$ cat src/rtl/buf_uart_pkg.sv
package buf_uart_pkg;

   // Bus-behaviour codes held in control bits 7:6.
   typedef enum logic [1:0] {
      BB_STALL = 2'd0,
      BB_ERROR = 2'd1,
      BB_RETRY = 2'd2,
      BB_ACK   = 2'd3
   } bus_mode_e;

   // Kind of response issued on the register bus.
   typedef enum logic [1:0] {
      RK_NONE,
      RK_ACK,
      RK_ERR,
      RK_RTY
   } resp_e;

   // Shared line-engine states.
   typedef enum logic [2:0] {
      LS_IDLE,
      LS_START,
      LS_DATA,
      LS_PAR,
      LS_STOP,
      LS_HOLD
   } line_state_e;

   // Register word indices (addr[4:2]).
   localparam logic [2:0] IX_DATA  = 3'd0;
   localparam logic [2:0] IX_DIV   = 3'd1;
   localparam logic [2:0] IX_CTRL  = 3'd2;
   localparam logic [2:0] IX_RXCNT = 3'd3;
   localparam logic [2:0] IX_TXCNT = 3'd4;
   localparam logic [2:0] IX_SIZE  = 3'd5;
   localparam logic [2:0] IX_STOP  = 3'd6;

   function automatic logic [3:0] clamp_size(input logic [7:0] v);
      if (v < 8'd5) return 4'd5;
      if (v > 8'd8) return 4'd8;
      return v[3:0];
   endfunction

   function automatic logic pick_two_stop(input logic [7:0] v);
      return (v >= 8'd2);
   endfunction

endpackage

$ cat src/rtl/buf_uart_fifo.sv
module buf_uart_fifo #(
   parameter int W     = 8,
   parameter int DEPTH = 8,
   localparam int AW   = (DEPTH > 1) ? $clog2(DEPTH) : 1,
   localparam int CW   = $clog2(DEPTH + 1)
) (
   input  logic          clk,
   input  logic          rst_n,
   input  logic          push,
   input  logic [W-1:0]  din,
   input  logic          pop,
   output logic [W-1:0]  head,
   output logic          full,
   output logic          empty,
   output logic [CW-1:0] count
);

   logic [W-1:0]  mem [DEPTH];
   logic [AW-1:0] wptr, rptr;
   logic [CW-1:0] cnt;
   logic          do_push, do_pop;

   function automatic logic [AW-1:0] step(input logic [AW-1:0] p);
      return (p == AW'(DEPTH - 1)) ? '0 : p + 1'b1;
   endfunction

   assign full    = (cnt == CW'(DEPTH));
   assign empty   = (cnt == '0);
   assign do_push = push && !full;
   assign do_pop  = pop && !empty;
   assign head    = mem[rptr];
   assign count   = cnt;

   always_ff @(posedge clk) begin
      if (!rst_n) begin
         wptr <= '0;
         rptr <= '0;
         cnt  <= '0;
      end else begin
         if (do_push) wptr <= step(wptr);
         if (do_pop)  rptr <= step(rptr);
         if (do_push && !do_pop)      cnt <= cnt + 1'b1;
         else if (do_pop && !do_push) cnt <= cnt - 1'b1;
      end
   end

   always_ff @(posedge clk) begin
      if (do_push) mem[wptr] <= din;
   end

endmodule

$ cat src/rtl/buf_uart_tick.sv
module buf_uart_tick #(
   parameter int DW = 32
) (
   input  logic          clk,
   input  logic          rst_n,
   input  logic [DW-1:0] div,
   output logic          tick
);

   logic [DW-1:0] cnt;
   logic [DW-1:0] lim;

   assign lim = (div == '0) ? DW'(1) : div;

   always_ff @(posedge clk) begin
      if (!rst_n) begin
         cnt  <= '0;
         tick <= 1'b0;
      end else if (cnt + 1'b1 >= lim) begin
         cnt  <= '0;
         tick <= 1'b1;
      end else begin
         cnt  <= cnt + 1'b1;
         tick <= 1'b0;
      end
   end

endmodule

$ cat src/rtl/buf_uart_tx.sv
module buf_uart_tx
   import buf_uart_pkg::*;
(
   input  logic       clk,
   input  logic       rst_n,
   input  logic       tick,
   input  logic       have,
   input  logic [7:0] data,
   input  logic [3:0] nbits,
   input  logic       par_en,
   input  logic       two_stop,
   output logic       pop,
   output logic       txd
);

   line_state_e st;
   logic [3:0]  sub, bitn, n_q;
   logic [7:0]  sh, mask;
   logic        pbit, par_q, two_q, stop2;

   always_comb begin
      for (int i = 0; i < 8; i++) mask[i] = (4'(i) < nbits);
   end

   always_ff @(posedge clk) begin
      if (!rst_n) begin
         st    <= LS_IDLE;
         txd   <= 1'b1;
         pop   <= 1'b0;
         sub   <= '0;
         bitn  <= '0;
         n_q   <= 4'd8;
         sh    <= '0;
         pbit  <= 1'b0;
         par_q <= 1'b0;
         two_q <= 1'b0;
         stop2 <= 1'b0;
      end else begin
         pop <= 1'b0;
         if (st == LS_IDLE) begin
            if (have) begin
               pop   <= 1'b1;
               sh    <= data;
               pbit  <= ^(data & mask);
               n_q   <= nbits;
               par_q <= par_en;
               two_q <= two_stop;
               sub   <= '0;
               txd   <= 1'b0;
               st    <= LS_START;
            end
         end else if (tick) begin
            sub <= sub + 1'b1;
            if (sub == 4'd15) begin
               case (st)
                  LS_START: begin
                     st   <= LS_DATA;
                     txd  <= sh[0];
                     bitn <= '0;
                  end
                  LS_DATA: begin
                     if (bitn == n_q - 4'd1) begin
                        stop2 <= 1'b0;
                        if (par_q) begin
                           st  <= LS_PAR;
                           txd <= pbit;
                        end else begin
                           st  <= LS_STOP;
                           txd <= 1'b1;
                        end
                     end else begin
                        sh   <= sh >> 1;
                        txd  <= sh[1];
                        bitn <= bitn + 1'b1;
                     end
                  end
                  LS_PAR: begin
                     st  <= LS_STOP;
                     txd <= 1'b1;
                  end
                  LS_STOP: begin
                     if (two_q && !stop2) stop2 <= 1'b1;
                     else                 st    <= LS_IDLE;
                  end
                  default: st <= LS_IDLE;
               endcase
            end
         end
      end
   end

endmodule

$ cat src/rtl/buf_uart_rx.sv
module buf_uart_rx
   import buf_uart_pkg::*;
#(
   parameter int SYNC_STAGES = 2
) (
   input  logic       clk,
   input  logic       rst_n,
   input  logic       tick,
   input  logic       rxd,
   input  logic [3:0] nbits,
   input  logic       par_en,
   input  logic       two_stop,
   output logic       push,
   output logic [7:0] word
);

   logic rxs;

   generate
      if (SYNC_STAGES == 0) begin : g_nosync
         assign rxs = rxd;
      end else if (SYNC_STAGES == 1) begin : g_sync1
         logic s1;
         always_ff @(posedge clk) begin
            if (!rst_n) s1 <= 1'b1;
            else        s1 <= rxd;
         end
         assign rxs = s1;
      end else begin : g_syncn
         logic [SYNC_STAGES-1:0] sy;
         always_ff @(posedge clk) begin
            if (!rst_n) sy <= '1;
            else        sy <= {sy[SYNC_STAGES-2:0], rxd};
         end
         assign rxs = sy[SYNC_STAGES-1];
      end
   endgenerate

   line_state_e st;
   logic [3:0]  sub, bitn, n_q;
   logic [7:0]  sh;
   logic        par_q, two_q, stop2, perr;

   assign word = sh;

   always_ff @(posedge clk) begin
      if (!rst_n) begin
         st    <= LS_IDLE;
         sub   <= '0;
         bitn  <= '0;
         n_q   <= 4'd8;
         sh    <= '0;
         par_q <= 1'b0;
         two_q <= 1'b0;
         stop2 <= 1'b0;
         perr  <= 1'b0;
         push  <= 1'b0;
      end else begin
         push <= 1'b0;
         case (st)
            LS_IDLE: begin
               if (!rxs) begin
                  st  <= LS_START;
                  sub <= '0;
               end
            end
            LS_START: if (tick) begin
               sub <= sub + 1'b1;
               if (sub == 4'd7) begin
                  sub <= '0;
                  if (!rxs) begin
                     st    <= LS_DATA;
                     bitn  <= '0;
                     sh    <= '0;
                     perr  <= 1'b0;
                     n_q   <= nbits;
                     par_q <= par_en;
                     two_q <= two_stop;
                  end else begin
                     st <= LS_IDLE;
                  end
               end
            end
            LS_DATA: if (tick) begin
               sub <= sub + 1'b1;
               if (sub == 4'd15) begin
                  sh[bitn[2:0]] <= rxs;
                  if (bitn == n_q - 4'd1) begin
                     stop2 <= 1'b0;
                     st    <= par_q ? LS_PAR : LS_STOP;
                  end else begin
                     bitn <= bitn + 1'b1;
                  end
               end
            end
            LS_PAR: if (tick) begin
               sub <= sub + 1'b1;
               if (sub == 4'd15) begin
                  perr <= (^sh) ^ rxs;
                  st   <= LS_STOP;
               end
            end
            LS_STOP: if (tick) begin
               sub <= sub + 1'b1;
               if (sub == 4'd15) begin
                  if (!rxs) begin
                     st <= LS_HOLD;
                  end else if (two_q && !stop2) begin
                     stop2 <= 1'b1;
                  end else begin
                     st   <= LS_IDLE;
                     push <= !perr;
                  end
               end
            end
            LS_HOLD: if (rxs) st <= LS_IDLE;
            default: st <= LS_IDLE;
         endcase
      end
   end

endmodule

$ cat src/rtl/buf_uart.sv
module buf_uart
   import buf_uart_pkg::*;
#(
   parameter int          FIFO_DEPTH  = 8,
   parameter logic [31:0] DIV_RESET   = 32'd16,
   parameter int          SYNC_STAGES = 2
) (
   input  logic        clk,
   input  logic        rst_n,
   input  logic        req,
   input  logic        we,
   input  logic [4:0]  addr,
   input  logic [31:0] wdata,
   output logic [31:0] rdata,
   output logic        ack,
   output logic        err,
   output logic        retry,
   output logic        txd,
   input  logic        rxd
);

   localparam int CNT_W = $clog2(FIFO_DEPTH + 1);

   generate
      if (FIFO_DEPTH < 2) begin : g_bad_depth
         $error("buf_uart: FIFO_DEPTH must be at least 2");
      end
      if (SYNC_STAGES > 4) begin : g_bad_sync
         $error("buf_uart: SYNC_STAGES must be 0 to 4");
      end
   endgenerate

   // Configuration state
   logic [31:0] div_q;
   logic        par_q, two_q;
   logic [3:0]  size_q;
   bus_mode_e   mode_q;

   // Buffer signals
   logic             tx_push, tx_pop, tx_full, tx_empty;
   logic             rx_push, rx_pop, rx_full, rx_empty;
   logic [7:0]       tx_head, rx_head, rx_word;
   logic [CNT_W-1:0] tx_cnt, rx_cnt;
   logic             tick;

   // Bus decode
   logic [2:0]  idx;
   logic        resp_any, take, is_data, blocked, wr_cfg;
   resp_e       rk;
   logic [31:0] rd_mux;
   logic        unused_addr;

   assign idx         = addr[4:2];
   assign unused_addr = ^addr[1:0];
   assign resp_any    = ack | err | retry;
   assign take        = req && !resp_any;
   assign is_data     = (idx == IX_DATA);
   assign blocked     = is_data && (we ? tx_full : rx_empty);

   always_comb begin
      rk      = RK_NONE;
      tx_push = 1'b0;
      rx_pop  = 1'b0;
      if (take) begin
         if (blocked) begin
            case (mode_q)
               BB_ERROR: rk = RK_ERR;
               BB_RETRY: rk = RK_RTY;
               BB_ACK:   rk = RK_ACK;
               default:  rk = RK_NONE;
            endcase
         end else begin
            rk = RK_ACK;
            if (is_data) begin
               tx_push = we;
               rx_pop  = !we;
            end
         end
      end
   end

   assign wr_cfg = (rk == RK_ACK) && we && !is_data;

   always_comb begin
      case (idx)
         IX_DATA:  rd_mux = {24'd0, rx_head};
         IX_DIV:   rd_mux = div_q;
         IX_CTRL:  rd_mux = {24'd0, mode_q, 1'b0, par_q,
                              rx_full, rx_empty, tx_full, tx_empty};
         IX_RXCNT: rd_mux = 32'(rx_cnt);
         IX_TXCNT: rd_mux = 32'(tx_cnt);
         IX_SIZE:  rd_mux = 32'(size_q);
         IX_STOP:  rd_mux = two_q ? 32'd2 : 32'd1;
         default:  rd_mux = '0;
      endcase
   end

   always_ff @(posedge clk) begin
      if (!rst_n) begin
         ack    <= 1'b0;
         err    <= 1'b0;
         retry  <= 1'b0;
         rdata  <= '0;
         div_q  <= DIV_RESET;
         par_q  <= 1'b0;
         two_q  <= 1'b0;
         size_q <= 4'd8;
         mode_q <= BB_STALL;
      end else begin
         ack   <= (rk == RK_ACK);
         err   <= (rk == RK_ERR);
         retry <= (rk == RK_RTY);
         if (rk == RK_ACK) rdata <= (we || blocked) ? '0 : rd_mux;
         if (wr_cfg) begin
            case (idx)
               IX_DIV:  div_q <= wdata;
               IX_CTRL: begin
                  par_q  <= wdata[4];
                  mode_q <= bus_mode_e'(wdata[7:6]);
               end
               IX_SIZE: size_q <= clamp_size(wdata[7:0]);
               IX_STOP: two_q  <= pick_two_stop(wdata[7:0]);
               default: ;
            endcase
         end
      end
   end

   buf_uart_tick #(.DW(32)) u_tick (
      .clk(clk), .rst_n(rst_n), .div(div_q), .tick(tick)
   );

   buf_uart_fifo #(.W(8), .DEPTH(FIFO_DEPTH)) u_txq (
      .clk(clk), .rst_n(rst_n), .push(tx_push), .din(wdata[7:0]),
      .pop(tx_pop), .head(tx_head), .full(tx_full), .empty(tx_empty),
      .count(tx_cnt)
   );

   buf_uart_fifo #(.W(8), .DEPTH(FIFO_DEPTH)) u_rxq (
      .clk(clk), .rst_n(rst_n), .push(rx_push), .din(rx_word),
      .pop(rx_pop), .head(rx_head), .full(rx_full), .empty(rx_empty),
      .count(rx_cnt)
   );

   buf_uart_tx u_tx (
      .clk(clk), .rst_n(rst_n), .tick(tick), .have(!tx_empty),
      .data(tx_head), .nbits(size_q), .par_en(par_q), .two_stop(two_q),
      .pop(tx_pop), .txd(txd)
   );

   buf_uart_rx #(.SYNC_STAGES(SYNC_STAGES)) u_rx (
      .clk(clk), .rst_n(rst_n), .tick(tick), .rxd(rxd),
      .nbits(size_q), .par_en(par_q), .two_stop(two_q),
      .push(rx_push), .word(rx_word)
   );

endmodule

$ cat config.mk
export PLATFORM = sky130hd
export DESIGN_NAME = buf_uart
export DESIGN_NICKNAME = d
export VERILOG_FILES = /design/src/rtl/buf_uart_pkg.sv /design/src/rtl/buf_uart_fifo.sv /design/src/rtl/buf_uart_tick.sv /design/src/rtl/buf_uart_tx.sv /design/src/rtl/buf_uart_rx.sv /design/src/rtl/buf_uart.sv
export SDC_FILE = /design/constraint.sdc
export NUM_CORES = 1
export LEC_CHECK = 0
export ABC_AREA = 0
export CAP_MARGIN = 15
export CORE_UTILIZATION = 64
export DETAILED_ROUTE_END_ITERATION = 12
export DONT_BUFFER_PORTS = 1
export PLACE_DENSITY = 0.8
export SLEW_MARGIN = 15
export SYNTH_ARGS = -nofsm -noshare
export SYNTH_HDL_FRONTEND = slang
export SYNTH_HIERARCHICAL = 1
export SYNTH_SLANG_ARGS = --single-unit
$ cat constraint.sdc
create_clock -name clk -period 4.1 [get_ports clk]
set_clock_uncertainty 0.05 [all_clocks]
set_input_delay 0.205 -clock clk [delete_from_list [all_inputs] [get_ports clk]]
set_output_delay 0.205 -clock clk [all_outputs]
set_load 0.02 [all_outputs]
==> key figures <==
Setup path
  – WS Path Type: flip-flop to flip-flop
  – Worst Path Buf+Inv: 3
  – Worst Path Max Fanout: 11
  – Worst Setup SP: u_tick/cnt[0]$_SDFF_PP0_
  – Slowest CP cell: or4b_1
  – Data required time of the critical path: 4490 ps
  – Worst EP arrival: 4020 ps
  – Crit path max-delay family: simple AND/OR/NAND/NOR gates
  – Worst path max stage delay: 580 ps
  – Startpoint types: flip-flop
  – Critical R2R Launch: u_tick/cnt[0]$_SDFF_PP0_
  – Crit path cell chain: ha_1 -> inv_1 -> nor4_4 -> buf_4 -> nand4_1 -> xnor2_2 -> ha_1 -> nand4_1 -> or4b_1 -> a31oi_4 -> buf_4 -> nor3b_2
  – CP Capture Type: flip-flop

Cells and area
  – Area delta synth->final: 10.7%
  – Post-Layout Inst Area: 0.0172 mm^2
  – Register area: 0.00771 mm^2
  – Share of cells above drive strength 1: 0.134
  – Nets@finish: 1474
  – Filler cell count in the final layout: 1589
  – Final antenna diode count: 0
  – Commonest non-fill, non-tap cell in the layout: dfxtp_1
  – Most frequent cells in the layout: dfxtp_1, nand2_1, edfxtp_1
  – Final core occ: 0.728
  – Area of the multi-input gates: 0.00723 mm^2
  – Fin cells: 1719

Synth
  – Number of enable flip-flop cells after synthesis: 128
  – Post-Syn Nets: 1445
  – Compound-cell area share of the yosys netlist: 0.120
  – Adder-Cell Fraction of Synth Area: 0.0469
  – Mapped cell area: 0.0155 mm^2
  – Average size of a mapped cell: 11.5 um^2
  – YS warnings: 6
  – Top_reg_cell synth: dfxtp_1
  – Register area share after synthesis: 0.496
  – Largest family of logic cells by synthesized area: simple AND/OR/NAND/NOR gates
  – Cell accounting for the most synthesized area: dfxtp_1
  – Top-area cell type share of the netlist area: 0.249
  – Post-synthesis simple-gate area fraction: 0.164
  – Synth cell types: 96
  – Synth top area cells: dfxtp_1, edfxtp_1, mux4_1
  – Mapped Cells: 1346
  – Post-synthesis mux area share: 0.0952
  – #FFs+latches synth: 321
  – Synth Area in XOR/XNOR: 0.0370
  – Synth async-reset ratio: 0

STA
  – Slew Limit Fails: 0
  – Slew headroom: 0.329
  – Worst-margin pin slew: 1000 ps
  – RSZ-0062 raised after global routing: false
  – Final min period: 3630 ps
  – Final setup viols: 0
  – Post-route setup TNS: 0 ps
  – Final Cycle Share: 0.885
  – Max frequency: 276 MHz
  – Final Hold Fails: 0

Detailed routing
  – Via-to-Cell Ratio: 6.21
  – WL final: 34500 um
  – DRC Markers: 0
  – First DRT Iteration DRCs: 1059
  – Detail Route Antenna Nets: 0
  – Pre-antenna DRT Iters: 5
  – Drt wl/cell: 20.1 um
  – Vias: 10700

Die
  – # rows: 56
  – Core ar.: 0.0236 mm^2
  – Die W: 158 um
  – Starting density of the core: 0.658
  – Die H: 158 um
  – Io pins: 78
  – Die area: 0.0249 mm^2

Placement
  – Placed Cells: 1619
  – GPL Wtd Cong: 0.820
  – Number of port buffers: 0
  – Post-DP HPWL: 22200 um
  – Placed Area: 0.0157 mm^2

CTS
  – Clock buffer depth: 3
  – Worst skew pair latency: 570 ps
  – TritonCTS clock tree: yes
  – Clk root buf: clkbuf_16
  – Total CTS buffers: 31
  – Clock transition at the registers of the reported paths: 60 ps
  – Post-cts sizing count: 0
  – Max H-tree Level: 1
  – Sinks on the clock net: 321
  – # Post-CTS Setup Buffers: 0

Min path
  – Hold Crit Class: input port to flip-flop
  – HP Start: addr[4]

GRT
  – Initial antenna violation count: 0
  – Largest net degree at the start of global routing: 112
  – First-pass GRT wire length: 54700 um
  – Vias in the first global route: 10500
  – Remaining Overflow, GRT: 0
  – All-Layer GR Usage: 0.282

Power
  – Static Leak: 6.03 nW
  – PwrDens: 390 mW/mm^2
  – Maximum VDD drop: 0.432 mV

Run
  – Max_cap viols: 0

Status
  – Status: finished clean
==> tightest hold or removal path, stage by stage <==
cell	delay, ps
mux2_2	140
a221o_1	130
a22o_2	120
==> Yosys cell counts, drive strengths merged (18+ instances only) <==
| cell type | instances |
|---|---|
| nor2b | 27 |
| nor3b | 35 |
| a21oi | 44 |
| nand2 | 152 |
| mux2i | 42 |
| a22o | 33 |
| mux4 | 33 |
| xnor2 | 43 |
| nor2 | 53 |
| nor3 | 27 |
| nand4 | 21 |
| mux2 | 18 |
| clkbuf | 29 |
| edfxtp | 128 |
| buf | 39 |
| nor4 | 21 |
| ha | 55 |
| dfxtp | 193 |
| inv | 57 |
| nand3 | 36 |
| a21boi | 45 |
| o21ai | 47 |
==> per-layer routing <==
layer / vias up / GRT usage / part of all wire
met1: 5219 / 0.353 / 0.41
met5: - / 0 / 0
met2: 330 / 0.492 / 0.50
li1: 5051 / - / -
met3: 72 / 0.0411 / 0.058
met4: 0 / 0.108 / 0.032
==> power breakdown <==
part           switching (W)  internal [W]  leakage [nW]  total [W]
clock                0.00122       0.00164         0.511    0.00286
sequential         0.0000763       0.00334          2.57    0.00342
combinational       0.000242      0.000180          2.94   0.000421
==> layout make-up <==
cell class / instances / area share
Clock buffer: 36 / 0.0480
Clock inverter: 22 / 0.0119
Inverter: 57 / 0.0124
Multi-Input combinational cell: 900 / 0.420
Sequential cell: 321 / 0.448
Tap cell: 319 / 0.0232
Timing Repair Buffer: 64 / 0.0358
==> state kept, by name, indices dropped and copies added, names as in the netlist, 4 cells and up, named ones only <==
signal / flops
u_rx/sub: 4
u_rx/bitn: 4
div_q: 32
u_tick/cnt: 32
u_rxq/count: 4
u_tx/n_q: 4
u_tx/sh: 8
size_q: 4
u_rxq/mem: 64
u_txq/mem: 64
u_txq/count: 4
u_tx/sub: 4
u_rx/word: 8
u_rx/n_q: 4
rdata: 32
u_tx/bitn: 4
==> stage by stage <==
step	hold WS, ps	worst slack [ps]	total power [W]
2_1_floorplan	254	914	0.00379
3_3_place_gp	254	532	0.00382
3_5_place_dp	254	504	0.00383
4_1_cts	0.0725	467	0.00672
5_1_grt	1.01	230	0.00690
6_report	8.07	472	0.00670
==> logic make-up after synthesis <==
| kind of cell | count (synthesis) |
|---|---|
| AO/OA/AOI/OAI | 248 |
| XOR/XNOR | 60 |
| adder cells (fa/ha/maj) | 57 |
| buffers and inverters | 125 |
| flip-flops | 321 |
| multiplexers | 93 |
| AND/OR/NAND/NOR | 442 |
==> worst paths after layout <==
path / to / slack (ps) / cells after the start
min: rdata[0]$_SDFFE_PN0N_ / 8 / 3
max: u_tick/cnt[30]$_SDFF_PP0_ / 470 / 12
min reg2reg: u_rx/g_syncn.sy[1]$_SDFF_PN1_ / 360 / 1
max reg2reg: u_tick/cnt[30]$_SDFF_PP0_ / 470 / 12
==> repair_timing <==
action / in CTS / in global routing
endpoints found under the hold margin: 184 / 0
endpoints found under the setup margin: 0 / 0
hold buffers: 42 / 0
Power figures use the tool's default switching activity.
